<file path="config.mk">
export PLATFORM = sky130hd
export DESIGN_NAME = scan_vec_seq
export DESIGN_NICKNAME = d
export VERILOG_FILES = /design/src/rtl/scan_seq_pkg.sv /design/src/rtl/scan_seq_ctrl.sv /design/src/rtl/scan_seq_rom.sv /design/src/rtl/scan_seq_cmp.sv /design/src/rtl/scan_vec_seq.sv
export SDC_FILE = /design/constraint.sdc
export NUM_CORES = 1
export LEC_CHECK = 0
export ABC_AREA = 0
export ABC_CLOCK_PERIOD_IN_PS = 1230
export CAP_MARGIN = 20
export CORE_AREA = 2 2 39 41
export DETAILED_ROUTE_END_ITERATION = 16
export DIE_AREA = 0 0 41 43
export DONT_BUFFER_PORTS = 1
export HOLD_SLACK_MARGIN = 0.12
export SYNTH_ARGS = -nofsm -noshare
export SYNTH_HDL_FRONTEND = slang
export SYNTH_SLANG_ARGS = --single-unit
</file>
<file path="constraint.sdc">
create_clock -name clk -period 1.23 [get_ports clk]
set_input_delay 0.246 -clock clk [delete_from_list [all_inputs] [get_ports clk]]
set_output_delay 0.246 -clock clk [all_outputs]
set_load 0.01 [all_outputs]
</file>
<file path="src/rtl/scan_seq_pkg.sv">
`timescale 1ns/1ps
package scan_seq_pkg;
    typedef enum logic [1:0] {
        PH_IDLE    = 2'd0,
        PH_SHIFT   = 2'd1,
        PH_CAPTURE = 2'd2
    } phase_e;
endpackage

</file>
<file path="src/rtl/scan_seq_ctrl.sv">
`timescale 1ns/1ps
// Phase and counter sequencing: SHIFT_LEN shift cycles, one capture, repeated,
// then a final unload pass.
module scan_seq_ctrl
    import scan_seq_pkg::*;
#(
    parameter int NUM_VEC   = 3,
    parameter int SHIFT_LEN = 4,
    localparam int VEC_W = $clog2(NUM_VEC + 1),
    localparam int BIT_W = (SHIFT_LEN > 1) ? $clog2(SHIFT_LEN) : 1
) (
    input  logic             clk,
    input  logic             rst_n,
    input  logic             start,
    output phase_e           phase_o,
    output logic [VEC_W-1:0] vec_o,
    output logic [BIT_W-1:0] bit_o,
    output logic             accept_o,
    output logic             done_o
);
    localparam logic [BIT_W-1:0] LAST_BIT = BIT_W'(SHIFT_LEN - 1);
    localparam logic [VEC_W-1:0] VEC_END  = VEC_W'(NUM_VEC);

    typedef struct packed {
        phase_e           phase;
        logic [VEC_W-1:0] vec;
        logic [BIT_W-1:0] bit_n;
        logic             done;
    } ctrl_s;

    ctrl_s ctrl_d, ctrl_q;

    always_comb begin
        ctrl_d      = ctrl_q;
        ctrl_d.done = 1'b0;
        unique case (ctrl_q.phase)
            PH_IDLE: begin
                if (start) begin
                    ctrl_d.phase = PH_SHIFT;
                    ctrl_d.vec   = '0;
                    ctrl_d.bit_n = '0;
                end
            end
            PH_SHIFT: begin
                if (ctrl_q.bit_n == LAST_BIT) begin
                    ctrl_d.bit_n = '0;
                    if (ctrl_q.vec == VEC_END) begin
                        ctrl_d.phase = PH_IDLE;
                        ctrl_d.done  = 1'b1;
                    end else begin
                        ctrl_d.phase = PH_CAPTURE;
                    end
                end else begin
                    ctrl_d.bit_n = ctrl_q.bit_n + 1'b1;
                end
            end
            PH_CAPTURE: begin
                ctrl_d.phase = PH_SHIFT;
                ctrl_d.vec   = ctrl_q.vec + 1'b1;
            end
            default: ctrl_d.phase = PH_IDLE;
        endcase
    end

    always_ff @(posedge clk or negedge rst_n) begin
        if (!rst_n) begin
            ctrl_q <= '{phase: PH_IDLE, vec: '0, bit_n: '0, done: 1'b0};
        end else begin
            ctrl_q <= ctrl_d;
        end
    end

    assign phase_o  = ctrl_q.phase;
    assign vec_o    = ctrl_q.vec;
    assign bit_o    = ctrl_q.bit_n;
    assign accept_o = (ctrl_q.phase == PH_IDLE) && start;
    assign done_o   = ctrl_q.done;

    // Length of the current run of consecutive shift cycles, kept for checks only.
    logic [BIT_W:0] run_q;
    always_ff @(posedge clk or negedge rst_n) begin
        if (!rst_n) begin
            run_q <= '0;
        end else if (ctrl_q.phase == PH_SHIFT) begin
            run_q <= run_q + 1'b1;
        end else begin
            run_q <= '0;
        end
    end

    assert_shift_run_R2: assert property (@(posedge clk) disable iff (!rst_n)
        (ctrl_q.phase == PH_CAPTURE) |-> (run_q == (BIT_W+1)'(SHIFT_LEN)))
        else $error("capture not preceded by a full shift pass");

    assert_done_after_unload_R2: assert property (@(posedge clk) disable iff (!rst_n)
        ctrl_q.done |-> (run_q == (BIT_W+1)'(SHIFT_LEN)) && (ctrl_q.phase == PH_IDLE))
        else $error("done without a completed final unload");

    assert_done_pulse_R2: assert property (@(posedge clk) disable iff (!rst_n)
        ctrl_q.done |=> !ctrl_q.done)
        else $error("done longer than one cycle");

    assert_busy_start_ignored_R9: assert property (@(posedge clk) disable iff (!rst_n)
        (ctrl_q.phase != PH_IDLE) |=> !($past(ctrl_q.phase) != PH_IDLE && ctrl_q.phase == PH_SHIFT
                                         && ctrl_q.vec == '0 && ctrl_q.bit_n == '0))
        else $error("run restarted while busy");
endmodule

</file>
<file path="src/rtl/scan_seq_rom.sv">
`timescale 1ns/1ps
// Constant pattern storage and read selection.
module scan_seq_rom #(
    parameter int NUM_VEC    = 3,
    parameter int NUM_CHAINS = 2,
    parameter int SHIFT_LEN  = 4,
    parameter int NUM_PI     = 2,
    parameter int NUM_PO     = 2,
    parameter logic [NUM_VEC*NUM_CHAINS*SHIFT_LEN-1:0] LOAD_ROM = '0,
    parameter logic [NUM_VEC*NUM_CHAINS*SHIFT_LEN-1:0] EXP_SO   = '0,
    parameter logic [NUM_VEC*NUM_CHAINS*SHIFT_LEN-1:0] MASK_SO  = '0,
    parameter logic [NUM_VEC*NUM_PI-1:0]               PI_ROM   = '0,
    parameter logic [NUM_VEC*NUM_PO-1:0]               EXP_PO   = '0,
    parameter logic [NUM_VEC*NUM_PO-1:0]               MASK_PO  = '0,
    localparam int VEC_W = $clog2(NUM_VEC + 1),
    localparam int BIT_W = (SHIFT_LEN > 1) ? $clog2(SHIFT_LEN) : 1
) (
    input  logic                  load_act,
    input  logic                  capture_act,
    input  logic [VEC_W-1:0]      vec,
    input  logic [VEC_W-1:0]      unload_vec,
    input  logic [BIT_W-1:0]      bit_idx,
    output logic [NUM_CHAINS-1:0] scan_in,
    output logic [NUM_CHAINS-1:0] exp_so,
    output logic [NUM_CHAINS-1:0] mask_so,
    output logic [NUM_PI-1:0]     prim_in,
    output logic [NUM_PO-1:0]     exp_po,
    output logic [NUM_PO-1:0]     mask_po
);
    localparam int VEC_SLOTS = 1 << VEC_W;
    localparam logic [BIT_W-1:0] LAST_BIT = BIT_W'(SHIFT_LEN - 1);

    logic [SHIFT_LEN-1:0] load_w [VEC_SLOTS][NUM_CHAINS];
    logic [SHIFT_LEN-1:0] exp_w  [VEC_SLOTS][NUM_CHAINS];
    logic [SHIFT_LEN-1:0] msk_w  [VEC_SLOTS][NUM_CHAINS];
    logic [NUM_PI-1:0]    pi_w   [VEC_SLOTS];
    logic [NUM_PO-1:0]    epo_w  [VEC_SLOTS];
    logic [NUM_PO-1:0]    mpo_w  [VEC_SLOTS];

    // Unused index slots read as zero with a zero mask.
    for (genvar v = 0; v < VEC_SLOTS; v++) begin : g_slot
        if (v < NUM_VEC) begin : g_used
            for (genvar c = 0; c < NUM_CHAINS; c++) begin : g_chain
                assign load_w[v][c] = LOAD_ROM[(v*NUM_CHAINS + c)*SHIFT_LEN +: SHIFT_LEN];
                assign exp_w[v][c]  = EXP_SO[(v*NUM_CHAINS + c)*SHIFT_LEN +: SHIFT_LEN];
                assign msk_w[v][c]  = MASK_SO[(v*NUM_CHAINS + c)*SHIFT_LEN +: SHIFT_LEN];
            end
            assign pi_w[v]  = PI_ROM[v*NUM_PI +: NUM_PI];
            assign epo_w[v] = EXP_PO[v*NUM_PO +: NUM_PO];
            assign mpo_w[v] = MASK_PO[v*NUM_PO +: NUM_PO];
        end else begin : g_spare
            for (genvar c = 0; c < NUM_CHAINS; c++) begin : g_chain
                assign load_w[v][c] = '0;
                assign exp_w[v][c]  = '0;
                assign msk_w[v][c]  = '0;
            end
            assign pi_w[v]  = '0;
            assign epo_w[v] = '0;
            assign mpo_w[v] = '0;
        end
    end

    // Highest word bit goes out first so bit j settles in chain position j.
    logic [BIT_W-1:0] rev_idx;
    assign rev_idx = LAST_BIT - bit_idx;

    for (genvar c = 0; c < NUM_CHAINS; c++) begin : g_out
        assign scan_in[c] = load_act & load_w[vec][c][rev_idx];
        assign exp_so[c]  = exp_w[unload_vec][c][bit_idx];
        assign mask_so[c] = msk_w[unload_vec][c][bit_idx];
    end

    assign prim_in = capture_act ? pi_w[vec] : '0;
    assign exp_po  = epo_w[vec];
    assign mask_po = mpo_w[vec];
endmodule

</file>
<file path="src/rtl/scan_seq_cmp.sv">
`timescale 1ns/1ps
// Masked response comparison with sticky first-failure capture.
module scan_seq_cmp #(
    parameter int NUM_CHAINS = 2,
    parameter int NUM_PO     = 2,
    parameter int VEC_W      = 2
) (
    input  logic                  clk,
    input  logic                  rst_n,
    input  logic                  clear,
    input  logic                  unload_act,
    input  logic                  capture_act,
    input  logic [VEC_W-1:0]      unload_vec,
    input  logic [VEC_W-1:0]      capture_vec,
    input  logic [NUM_CHAINS-1:0] scan_out,
    input  logic [NUM_CHAINS-1:0] exp_so,
    input  logic [NUM_CHAINS-1:0] mask_so,
    input  logic [NUM_PO-1:0]     prim_out,
    input  logic [NUM_PO-1:0]     exp_po,
    input  logic [NUM_PO-1:0]     mask_po,
    output logic                  fail,
    output logic [VEC_W-1:0]      fail_vec
);
    typedef struct packed {
        logic             fail;
        logic [VEC_W-1:0] vec;
    } cmp_s;

    cmp_s cmp_d, cmp_q;
    logic so_bad, po_bad;

    always_comb begin
        so_bad = unload_act  && (|((scan_out ^ exp_so) & mask_so));
        po_bad = capture_act && (|((prim_out ^ exp_po) & mask_po));
        cmp_d  = cmp_q;
        if (clear) begin
            cmp_d.fail = 1'b0;
            cmp_d.vec  = '0;
        end else if (!cmp_q.fail && (so_bad || po_bad)) begin
            cmp_d.fail = 1'b1;
            cmp_d.vec  = po_bad ? capture_vec : unload_vec;
        end
    end

    always_ff @(posedge clk or negedge rst_n) begin
        if (!rst_n) begin
            cmp_q <= '{fail: 1'b0, vec: '0};
        end else begin
            cmp_q <= cmp_d;
        end
    end

    assign fail     = cmp_q.fail;
    assign fail_vec = cmp_q.vec;

    assert_fail_sticky_R8: assert property (@(posedge clk) disable iff (!rst_n)
        (cmp_q.fail && !clear) |=> cmp_q.fail)
        else $error("fail flag dropped without a start");

    assert_first_vec_hold_R8: assert property (@(posedge clk) disable iff (!rst_n)
        (cmp_q.fail && !clear) |=> $stable(cmp_q.vec))
        else $error("first failing index overwritten");

    assert_clear_on_start_R10: assert property (@(posedge clk) disable iff (!rst_n)
        clear |=> (!cmp_q.fail && cmp_q.vec == '0))
        else $error("start did not clear the result");
endmodule

</file>
<file path="src/rtl/scan_vec_seq.sv">
`timescale 1ns/1ps
module scan_vec_seq
    import scan_seq_pkg::*;
#(
    parameter int NUM_VEC    = 3,
    parameter int NUM_CHAINS = 2,
    parameter int SHIFT_LEN  = 4,
    parameter int NUM_PI     = 2,
    parameter int NUM_PO     = 2,
    parameter logic [NUM_VEC*NUM_CHAINS*SHIFT_LEN-1:0] LOAD_ROM = '0,
    parameter logic [NUM_VEC*NUM_CHAINS*SHIFT_LEN-1:0] EXP_SO   = '0,
    parameter logic [NUM_VEC*NUM_CHAINS*SHIFT_LEN-1:0] MASK_SO  = '0,
    parameter logic [NUM_VEC*NUM_PI-1:0]               PI_ROM   = '0,
    parameter logic [NUM_VEC*NUM_PO-1:0]               EXP_PO   = '0,
    parameter logic [NUM_VEC*NUM_PO-1:0]               MASK_PO  = '0
) (
    input  logic                             clk,
    input  logic                             rst_n,
    input  logic                             start,
    input  logic [NUM_CHAINS-1:0]            scan_out,
    input  logic [NUM_PO-1:0]                prim_out,
    output logic                             test_ctl,
    output logic                             scan_clk_en,
    output logic                             func_clk_en,
    output logic [NUM_CHAINS-1:0]            scan_in,
    output logic [NUM_PI-1:0]                prim_in,
    output logic                             done,
    output logic                             fail,
    output logic [$clog2(NUM_VEC+1)-1:0]     fail_vec
);
    localparam int VEC_W = $clog2(NUM_VEC + 1);
    localparam int BIT_W = (SHIFT_LEN > 1) ? $clog2(SHIFT_LEN) : 1;
    localparam logic [VEC_W-1:0] VEC_END = VEC_W'(NUM_VEC);

    phase_e           phase;
    logic [VEC_W-1:0] vec, unload_vec;
    logic [BIT_W-1:0] bit_idx;
    logic             accept;
    logic             load_act, unload_act, capture_act;
    logic [NUM_CHAINS-1:0] exp_so, mask_so;
    logic [NUM_PO-1:0]     exp_po, mask_po;

    scan_seq_ctrl #(
        .NUM_VEC   (NUM_VEC),
        .SHIFT_LEN (SHIFT_LEN)
    ) u_ctrl (
        .clk      (clk),
        .rst_n    (rst_n),
        .start    (start),
        .phase_o  (phase),
        .vec_o    (vec),
        .bit_o    (bit_idx),
        .accept_o (accept),
        .done_o   (done)
    );

    assign load_act    = (phase == PH_SHIFT) && (vec != VEC_END);
    assign unload_act  = (phase == PH_SHIFT) && (vec != '0);
    assign capture_act = (phase == PH_CAPTURE);
    assign unload_vec  = vec - VEC_W'(1);

    assign test_ctl    = capture_act;
    assign scan_clk_en = (phase != PH_IDLE);
    assign func_clk_en = capture_act;

    scan_seq_rom #(
        .NUM_VEC    (NUM_VEC),
        .NUM_CHAINS (NUM_CHAINS),
        .SHIFT_LEN  (SHIFT_LEN),
        .NUM_PI     (NUM_PI),
        .NUM_PO     (NUM_PO),
        .LOAD_ROM   (LOAD_ROM),
        .EXP_SO     (EXP_SO),
        .MASK_SO    (MASK_SO),
        .PI_ROM     (PI_ROM),
        .EXP_PO     (EXP_PO),
        .MASK_PO    (MASK_PO)
    ) u_rom (
        .load_act    (load_act),
        .capture_act (capture_act),
        .vec         (vec),
        .unload_vec  (unload_vec),
        .bit_idx     (bit_idx),
        .scan_in     (scan_in),
        .exp_so      (exp_so),
        .mask_so     (mask_so),
        .prim_in     (prim_in),
        .exp_po      (exp_po),
        .mask_po     (mask_po)
    );

    scan_seq_cmp #(
        .NUM_CHAINS (NUM_CHAINS),
        .NUM_PO     (NUM_PO),
        .VEC_W      (VEC_W)
    ) u_cmp (
        .clk         (clk),
        .rst_n       (rst_n),
        .clear       (accept),
        .unload_act  (unload_act),
        .capture_act (capture_act),
        .unload_vec  (unload_vec),
        .capture_vec (vec),
        .scan_out    (scan_out),
        .exp_so      (exp_so),
        .mask_so     (mask_so),
        .prim_out    (prim_out),
        .exp_po      (exp_po),
        .mask_po     (mask_po),
        .fail        (fail),
        .fail_vec    (fail_vec)
    );

    assert_func_en_capture_R5: assert property (@(posedge clk) disable iff (!rst_n)
        func_clk_en |-> (scan_clk_en && test_ctl))
        else $error("functional clock enable outside capture");

    assert_prim_in_quiet_R4: assert property (@(posedge clk) disable iff (!rst_n)
        !test_ctl |-> (prim_in == '0))
        else $error("primary inputs driven outside capture");

    assert_final_pass_zero_R3: assert property (@(posedge clk) disable iff (!rst_n)
        (scan_clk_en && !test_ctl && vec == VEC_END) |-> (scan_in == '0))
        else $error("nonzero scan input during final unload");
endmodule

</file>
# Word level (Yosys, flattened, before mapping)
# Index checks and enable logic that the tools add are counted.
# W data, S select, Z words.
# op_classes
n_addsub	4
n_lt_le_gt_ge	4
eq_ne	7
mux	31
n_bitwise	8
n_reduce_logical	19
# op_table
operator	n
$bmux W8 S2	2
$mux W8	4
$mux W2	7
$reduce_bool A2 Y1	5
$bmux W1 S2	4
$pmux W2 S2	2
$mux W1	7
$eq A2 B2 Y1 const B	3
$ge A3 B3 Y1 const B	2
$logic_and A1 B1 Y1	6
$lt A2 B3 Y1 const B	2
$mux W3	2
$mux W6	1
$not A2 Y3	2
$pmux W2 S3	1
$reduce_and A2 Y1	3
$add A2 B1 Y2 const B	2
$and A2 B2 Y2	2
$bmux W2 S2	1
$ne A2 B2 Y1 const B	2
$reduce_or A2 Y1	2
$xor A2 B2 Y2	2
$and A1 B1 Y1	2
$eq A2 B1 Y1 const B	1
6 further kinds	6
# totals
ff_bits	10
inputBits	7
out_inout_bits	11
elab_cells	79

# Depth between registers and ports, before layout
# Gate-level depths: netlist (run 1).
# depth
word_depth	15
mapped_depth	3
depth_no_buf	3

# Modules after synthesis
# A second synthesis (run 1) with hierarchy kept.
# unflattened
hier_cells	70
hier_area_um2	711.9
# by_module_without_submodules
mod	instances	cells_each	area_per_inst_um2
scan_seq_ctrl	1	24	309.0
scan_seq_cmp	1	23	230.2
scan_seq_rom	1	13	93.8
scan_vec_seq	1	10	78.8

# Least setup slack after synthesis (run 1)
# OpenSTA, ideal clock, no wires.
# synth_path
kind	register to output
start	reg u_ctrl.ctrl_q, in the netlist u_ctrl.phase_o[1]
end	out test_ctl
t_arrival_ns	0.772
t_required_ns	0.984
path_slack_ns	0.212
stages_incl_launch_ff	3
path_buffers	1
cell_sequence	dfrtp_1 > nor2b_2 > buf_4
# synth_between
elab_chain_len	1
# synth_lines
item	line_no	text
from (decl)	scan_seq_ctrl.sv:31	ctrl_s ctrl_d, ctrl_q;
from (signal assigned)	scan_seq_ctrl.sv:67	ctrl_q <= '{phase: PH_IDLE, vec: '0, bit_n: '0, done: 1'b0};
from (signal assigned)	scan_seq_ctrl.sv:69	ctrl_q <= ctrl_d;
$eq A2 B2 Y1	scan_vec_seq.sv:59	assign capture_act = (phase == PH_CAPTURE);
to (decl)	scan_vec_seq.sv:22	output logic test_ctl,
# Every way passes these cells.

# Worst setup path after layout (run 1)
# layout_path
start	reg u_ctrl.ctrl_q, in the netlist u_ctrl.phase_o[0]
end	out test_ctl
# Same word-level chain as after synthesis.

==> run_results.csv, run 1 <==
group,metric,value,unit
floorplan,core_area,0.00138,sq mm
critical_path,crit_slowest_cell,"dfrtp_2",
sta,layout_setup_ws,0.0297,ns
synthesis,yosys_warnings,0,
place,portBuffers,0,
place,place.gp.congestion,0.732,
critical_path,crit_arrival,0.95,ns
grt,grt_max_degree,11,
run_status,status,"finished clean",
critical_path,required,0.98,ns
floorplan,die_h,43,um
place,dp_slack,0.201,ns
critical_path,regToRegSetupSlack,0.12,ns
finish,nNetsFinal,53,
synthesis,synth_area_leaders,"dfrtp_1 56%, buf_4 8.5%, a22o_1 5.9%, ha_1 5.6%, a21boi_0 5.1%",
synthesis,synth_cells,36,
synthesis,yosys-mux-area-fraction,2.54,%
synthesis,synth-edff-count,0,
synthesis,synth.top_cell.area_share,56.5,%
critical_path,startpoint_type,"register",
sta,grt_setup_unrepaired,"true",
synthesis,synth_top_family_by_area,"compound AO/OA/AOI/OAI gates",
floorplan,row_count,14,
hold_path,hp-class,"in2reg",
critical_path,rr_endpoint,"u_ctrl.bit_o[0]",
drt,wl,759,um
place,placed_cell_area,437,sq um
critical_path,worst-path-stages,1,
synthesis,synth_ff_type,"dfrtp_1",
hold_path,min_delay_path_depth,2,
synthesis,async_flop_share,100,%
critical_path,path_class,"reg2out",
run,drv_cap,0,
pwr,p_leak,0.262,nW
synthesis,synth_compound_area_share,15.5,%
finish,stdcell_area,531,sq um
drt,postRouteAntennaNets,0,
floorplan,ios,18,
synthesis,synth_cell_type_count,16,
floorplan,start_util,32.0,%
synthesis,synth_area,443,sq um
critical_path,r2r_start,"u_ctrl.phase_o[1]",
drt,dr.first_iter.drc_count,3,
clock_network,clkSlewWorstSetupHoldPaths,0.06,ns
clock_network,insertion_delay,0.26,ns
synthesis,ys_ff_latch,10,
synthesis,synth_fa_ha_area_share,5.65,%
sta,tns,0,ns
clock_network,root_buffer,"clkbuf_4",
sta,clock_skew,0.00223,ns
critical_path,rr_worst_depth,3,
critical_path,cp_max_fo,5,
drt,vias,282,
synthesis,synth_area_per_cell,12.3,sq um
sta,hold_violations,0,
drt,wl_per_cell,12.9,um
sta,fin_crit,1.20,ns
synthesis,synth_commonest_cells,"10 x dfrtp_1, 5 x buf_4, 3 x a21boi_0, 3 x a22o_1",
grt,gr-usage-all-layers,10.4,%
drt,vias_per_cell,4.78,
sta,holdWs,0.179,ns
synthesis,synth-simple-area-share,9.60,%
synthesis,synth_most_common_cell,"dfrtp_1",
grt,grt_pass1_wl,1170,um
synthesis,ys_seq_area_share,56.5,%
finish,area_delta_synth_final,19.8,%
sta,finalCritPeriodShare,97.6,%
critical_path,path_buf_inv,0,
grt,grt_pass1_vias,286,
finish,stdcell_count,59,
critical_path,critical-path-top-delay-family,"flip-flops",
synthesis,synth_top_cell_by_area,"dfrtp_1",
critical_path,slowest_delay,0.46,ns
hold_path,hold_path_end,"u_ctrl.phase_o[0]",
pwr,ir_drop,0.611,mV
finish,num_antenna_cells,0,
floorplan,die_w,41,um
drt,route.detailed.drc,0,
floorplan,dieArea,0.00176,sq mm
critical_path,end_kind,"output port",
finish,drive_above_1_share,27.9,%
grt,gr-total-overflow,0,
drt,first_pass_iters,4,
place,placed_cells,50,
hold_path,min_from,"start",
sta,drv_slew,0,
clock_network,numCtsBuffers,3,
clock_network,cts_buffer_depth,2,
grt,antenna_found_initial,0,
critical_path,path_cells,"nor2b_4",
clock_network,cts_tree,"yes",
clock_network,htreeDepth,1,
pwr,p_per_area,2160,mW/mm^2
sta,setup-violations-final,0,
clock_network,cts.sinks,10,
synthesis,synth-xor-area-share,0,%
sta,max_freq,833,MHz
## worst max-delay path by stage
| stage | from | endpoint | slack (ns) |
|---|---|---|---|
| 5_1_grt | u_ctrl.phase_o[1] | test_ctl | -0.02 |
| 3_3_place_gp | u_ctrl.phase_o[1] | u_ctrl.vec_o[0] | 0.21 |
| 2_1_floorplan | u_ctrl.phase_o[1] | test_ctl | 0.21 |
| 3_5_place_dp | u_ctrl.phase_o[1] | u_ctrl.vec_o[0] | 0.20 |
| 4_1_cts | u_ctrl.phase_o[1] | func_clk_en | -0.06 |
| 6_report | u_ctrl.phase_o[0] | test_ctl | 0.03 |
## logic make-up (layout without fill, tap and decap cells)
group	count (synthesis)	in the layout
other cells	1	4
buf+inv	6	10
mux	1	1
simple gates	7	7
fa+ha+maj	2	2
compound gates	9	9
flops	10	10
## layout make-up
| class | instances | area (sq um) |
|---|---|---|
| Tap cell | 16 | 20.0 |
| Sequential cell | 10 | 253 |
| Fill cell | 142 | 853 |
| Inverter | 1 | 3.75 |
| Multi-Input combinational cell | 23 | 175 |
| Timing Repair Buffer | 5 | 42.5 |
| Clock buffer | 4 | 36.3 |
## repair_timing
item	CTS	global route
hold buffers	2	0
gates cloned	0	0
gates resized for setup	0	5
buffers inserted	0	3
endpoints found under the hold margin	13	0
pin swaps	0	1
setup endpoints to repair	3	3
## registers in the layout (all words and copies together) (netlist names)
| signal | cells |
|---|---|
| u_cmp.fail | 1 |
| u_ctrl.bit_o | 2 |
| u_ctrl.phase_o | 2 |
| u_ctrl.vec_o | 2 |
| u_ctrl.done_o | 1 |
| u_cmp.fail_vec | 2 |
## cell usage in the layout, fill, tap and decap left out, types with 2 or more instances in the layout
cell and instances:
a21boi_0 3, a22o_1 3, clkbuf_4 3, buf_4 3, o21bai_1 2, conb_1 4, ha_1 2, dfrtp_1 8
dlygate4sd3_1 2, dfrtp_2 2
## metrics by stage
| step | util, % | power (mW) |
|---|---|---|
| floorplan | - | 0.695 |
| global placement | 31.6 | 0.716 |
| detailed placement | 31.6 | 0.736 |
| CTS | 35.6 | 1.05 |
| global route | 38.3 | 1.23 |
| finish | 38.3 | 1.15 |
## power breakdown
group | switching [mW] | internal, mW | total, mW
clock network | 0.113 | 0.180 | 0.293
registers | 0.0829 | 0.405 | 0.488
logic | 0.168 | 0.198 | 0.366
total | 0.364 | 0.783 | 1.15
## layer usage
layer	global-route usage (%)	vias to the layer above	share of wire, %
met2	14.4	18	47
met5	0	-	0
met1	12.3	130	42
met4	6.00	0	2.9
met3	5.24	5	8.2
li1	-	129	-
(Power assumes the default switching activity.)
==> inputs of run 2 (changes only) <==
--- a/config.mk
+++ b/config.mk
@@ -9,10 +9,13 @@
 export ABC_CLOCK_PERIOD_IN_PS = 1230
 export CAP_MARGIN = 20
 export CORE_AREA = 2 2 39 41
+export CTS_CLUSTER_DIAMETER = 60
 export DETAILED_ROUTE_END_ITERATION = 16
 export DIE_AREA = 0 0 41 43
 export DONT_BUFFER_PORTS = 1
 export HOLD_SLACK_MARGIN = 0.12
+export PLACE_DENSITY_LB_ADDON = 0.3
 export SYNTH_ARGS = -nofsm -noshare
 export SYNTH_HDL_FRONTEND = slang
 export SYNTH_SLANG_ARGS = --single-unit
+export TNS_END_PERCENT = 5
==> run_results.csv, run 2 (synthesized netlist as in run 1, its figures left out) <==
group,metric,value,unit
critical_path,cp_max_fo,6,
drt,wl_per_cell,13.1,um
clock_network,htreeDepth,1,
critical_path,end_kind,"output port",
hold_path,hp-class,"in2reg",
pwr,p_leak,0.242,nW
place,dp_hpwl,553,um
critical_path,critical-path-top-delay-family,"flip-flops",
hold_path,min_from,"start",
place,placed_cell_area,437,sq um
finish,drive_above_1_share,17.9,%
place,dp_slack,0.208,ns
drt,vias_per_cell,4.76,
finish,nNetsFinal,50,
sta,holdWs,0.194,ns
sta,hold_violations,0,
hold_path,min_delay_path_depth,2,
critical_path,path_cells,"nor2b_4",
finish,stdcell_area,488,sq um
grt,antenna_found_initial,0,
clock_network,insertion_delay,0.25,ns
clock_network,cts_buffer_depth,2,
sta,drv_slew,0,
run,drv_cap,0,
critical_path,r2r_start,"u_ctrl.phase_o[0]",
finish,fillers,143,
sta,max_freq,837,MHz
grt,gr-usage-all-layers,9.92,%
sta,tns,0,ns
pwr,finalPower,0.972,mW
finish,multi_input_area,170,sq um
sta,layout_setup_ws,0.0351,ns
critical_path,path_class,"reg2out",
critical_path,rr_worst_depth,2,
grt,gr-total-overflow,0,
place,portBuffers,0,
grt,grt_pass1_vias,260,
critical_path,rr_endpoint,"u_ctrl.vec_o[0]",
critical_path,regToRegSetupSlack,0.19,ns
run_status,status,"finished clean",
grt,grt_pass1_wl,1100,um
pwr,p_per_area,1990,mW/mm^2
drt,postRouteAntennaNets,0,
sta,grt_setup_unrepaired,"true",
clock_network,cts.sinks,10,
drt,wl,718,um
finish,layout_common_cells,"9 x dfrtp_1, 4 x conb_1, 3 x a22o_1, 3 x a21boi_0, 3 x clkbuf_4",
sta,setup-violations-final,0,
sta,clock_skew,0.00307,ns
drt,dr.first_iter.drc_count,0,
floorplan,ios,18,
finish,register_area,251,sq um
floorplan,core_area,0.00138,sq mm
floorplan,die_w,41,um
pwr,ir_drop,0.736,mV
clock_network,post_cts_buffers,0,
critical_path,path_buf_inv,0,
critical_path,slowest_delay,0.42,ns
clock_network,numCtsBuffers,3,
finish,num_antenna_cells,0,
floorplan,die_h,43,um
grt,grt_max_degree,11,
critical_path,startpoint_type,"register",
critical_path,crit_slowest_cell,"dfrtp_1",
finish,final_common_cell,"dfrtp_1",
floorplan,dieArea,0.00176,sq mm
drt,route.detailed.drc,0,
drt,vias,262,
clock_network,root_buffer,"clkbuf_4",
critical_path,crit_arrival,0.95,ns
sta,fin_crit,1.19,ns
sta,finalCritPeriodShare,97.1,%
clock_network,cts_tree,"yes",
finish,area_delta_synth_final,10.2,%
place,place.gp.congestion,0.719,
floorplan,start_util,32.0,%
clock_network,clkSlewWorstSetupHoldPaths,0.06,ns
drt,first_pass_iters,1,
critical_path,required,0.98,ns
floorplan,row_count,14,
hold_path,hold_path_end,"u_ctrl.phase_o[0]",
-- run 2: cell types whose count changed in the layout (fill, tap and decap cells not counted) --
cell / before / now
buf_4: 3 / 0
clkbuf_8: 1 / 0
dfrtp_1: 8 / 9
dfrtp_2: 2 / 1
nor2_2: 0 / 1
nor2_4: 1 / 0
-- run 2: power breakdown --
part | switching, mW | internal [mW]
clock network | 0.100 | 0.112
registers | 0.0750 | 0.404
logic | 0.143 | 0.137
total | 0.319 | 0.654
-- run 2: metal layers --
metal	GRT usage, %	wire length (um)	up-vias
li1	-	-	123
met1	9.57	283	129
met2	14.7	375	10
met3	5.24	59	0
met4	8.00	0	0
met5	0	0	-
-- run 2: worst register-to-register path: cells and delay by family (launching register included) --
family         cells  cell delay [ns]
flip-flops         1             0.45
multiplexers       1             0.27
AO/OA/AOI/OAI      1             0.20
-- run 2: how the worst max path moves through the flow --
stage                                  from              end  cells after the start
final                     u_ctrl.phase_o[1]         test_ctl                      1
after global routing      u_ctrl.phase_o[1]      func_clk_en                      1
after CTS                 u_ctrl.phase_o[1]      func_clk_en                      1
after detailed placement  u_ctrl.phase_o[1]  u_ctrl.vec_o[0]                      2
after global placement    u_ctrl.phase_o[1]  u_ctrl.vec_o[0]                      2
after floorplan           u_ctrl.phase_o[1]         test_ctl                      2
-- run 2: final cells by class --
class | instances | share of cell area (%)
flip-flops and latches | 10 | 51.5
multi-input cells | 23 | 34.9
clock buffers | 3 | 4.62
repair buffers | 2 | 4.10
well taps | 16 | 4.10
inverters | 1 | 0.769
-- run 2: timing repair --
action | 4_1_cts | 5_1_grt
endpoints found under the setup margin | 3 | 3
gates resized for setup | 0 | 3
hold buffers | 2 | 0
hold endpoints to repair | 13 | 0
-- run 2: per-stage QoR --
step / std cells / util, %
after global placement: 50 / 31.6
after floorplan: 39 / -
after global routing: 55 / 35.3
after CTS: 55 / 34.6
final: 55 / 35.3
after detailed placement: 50 / 31.6
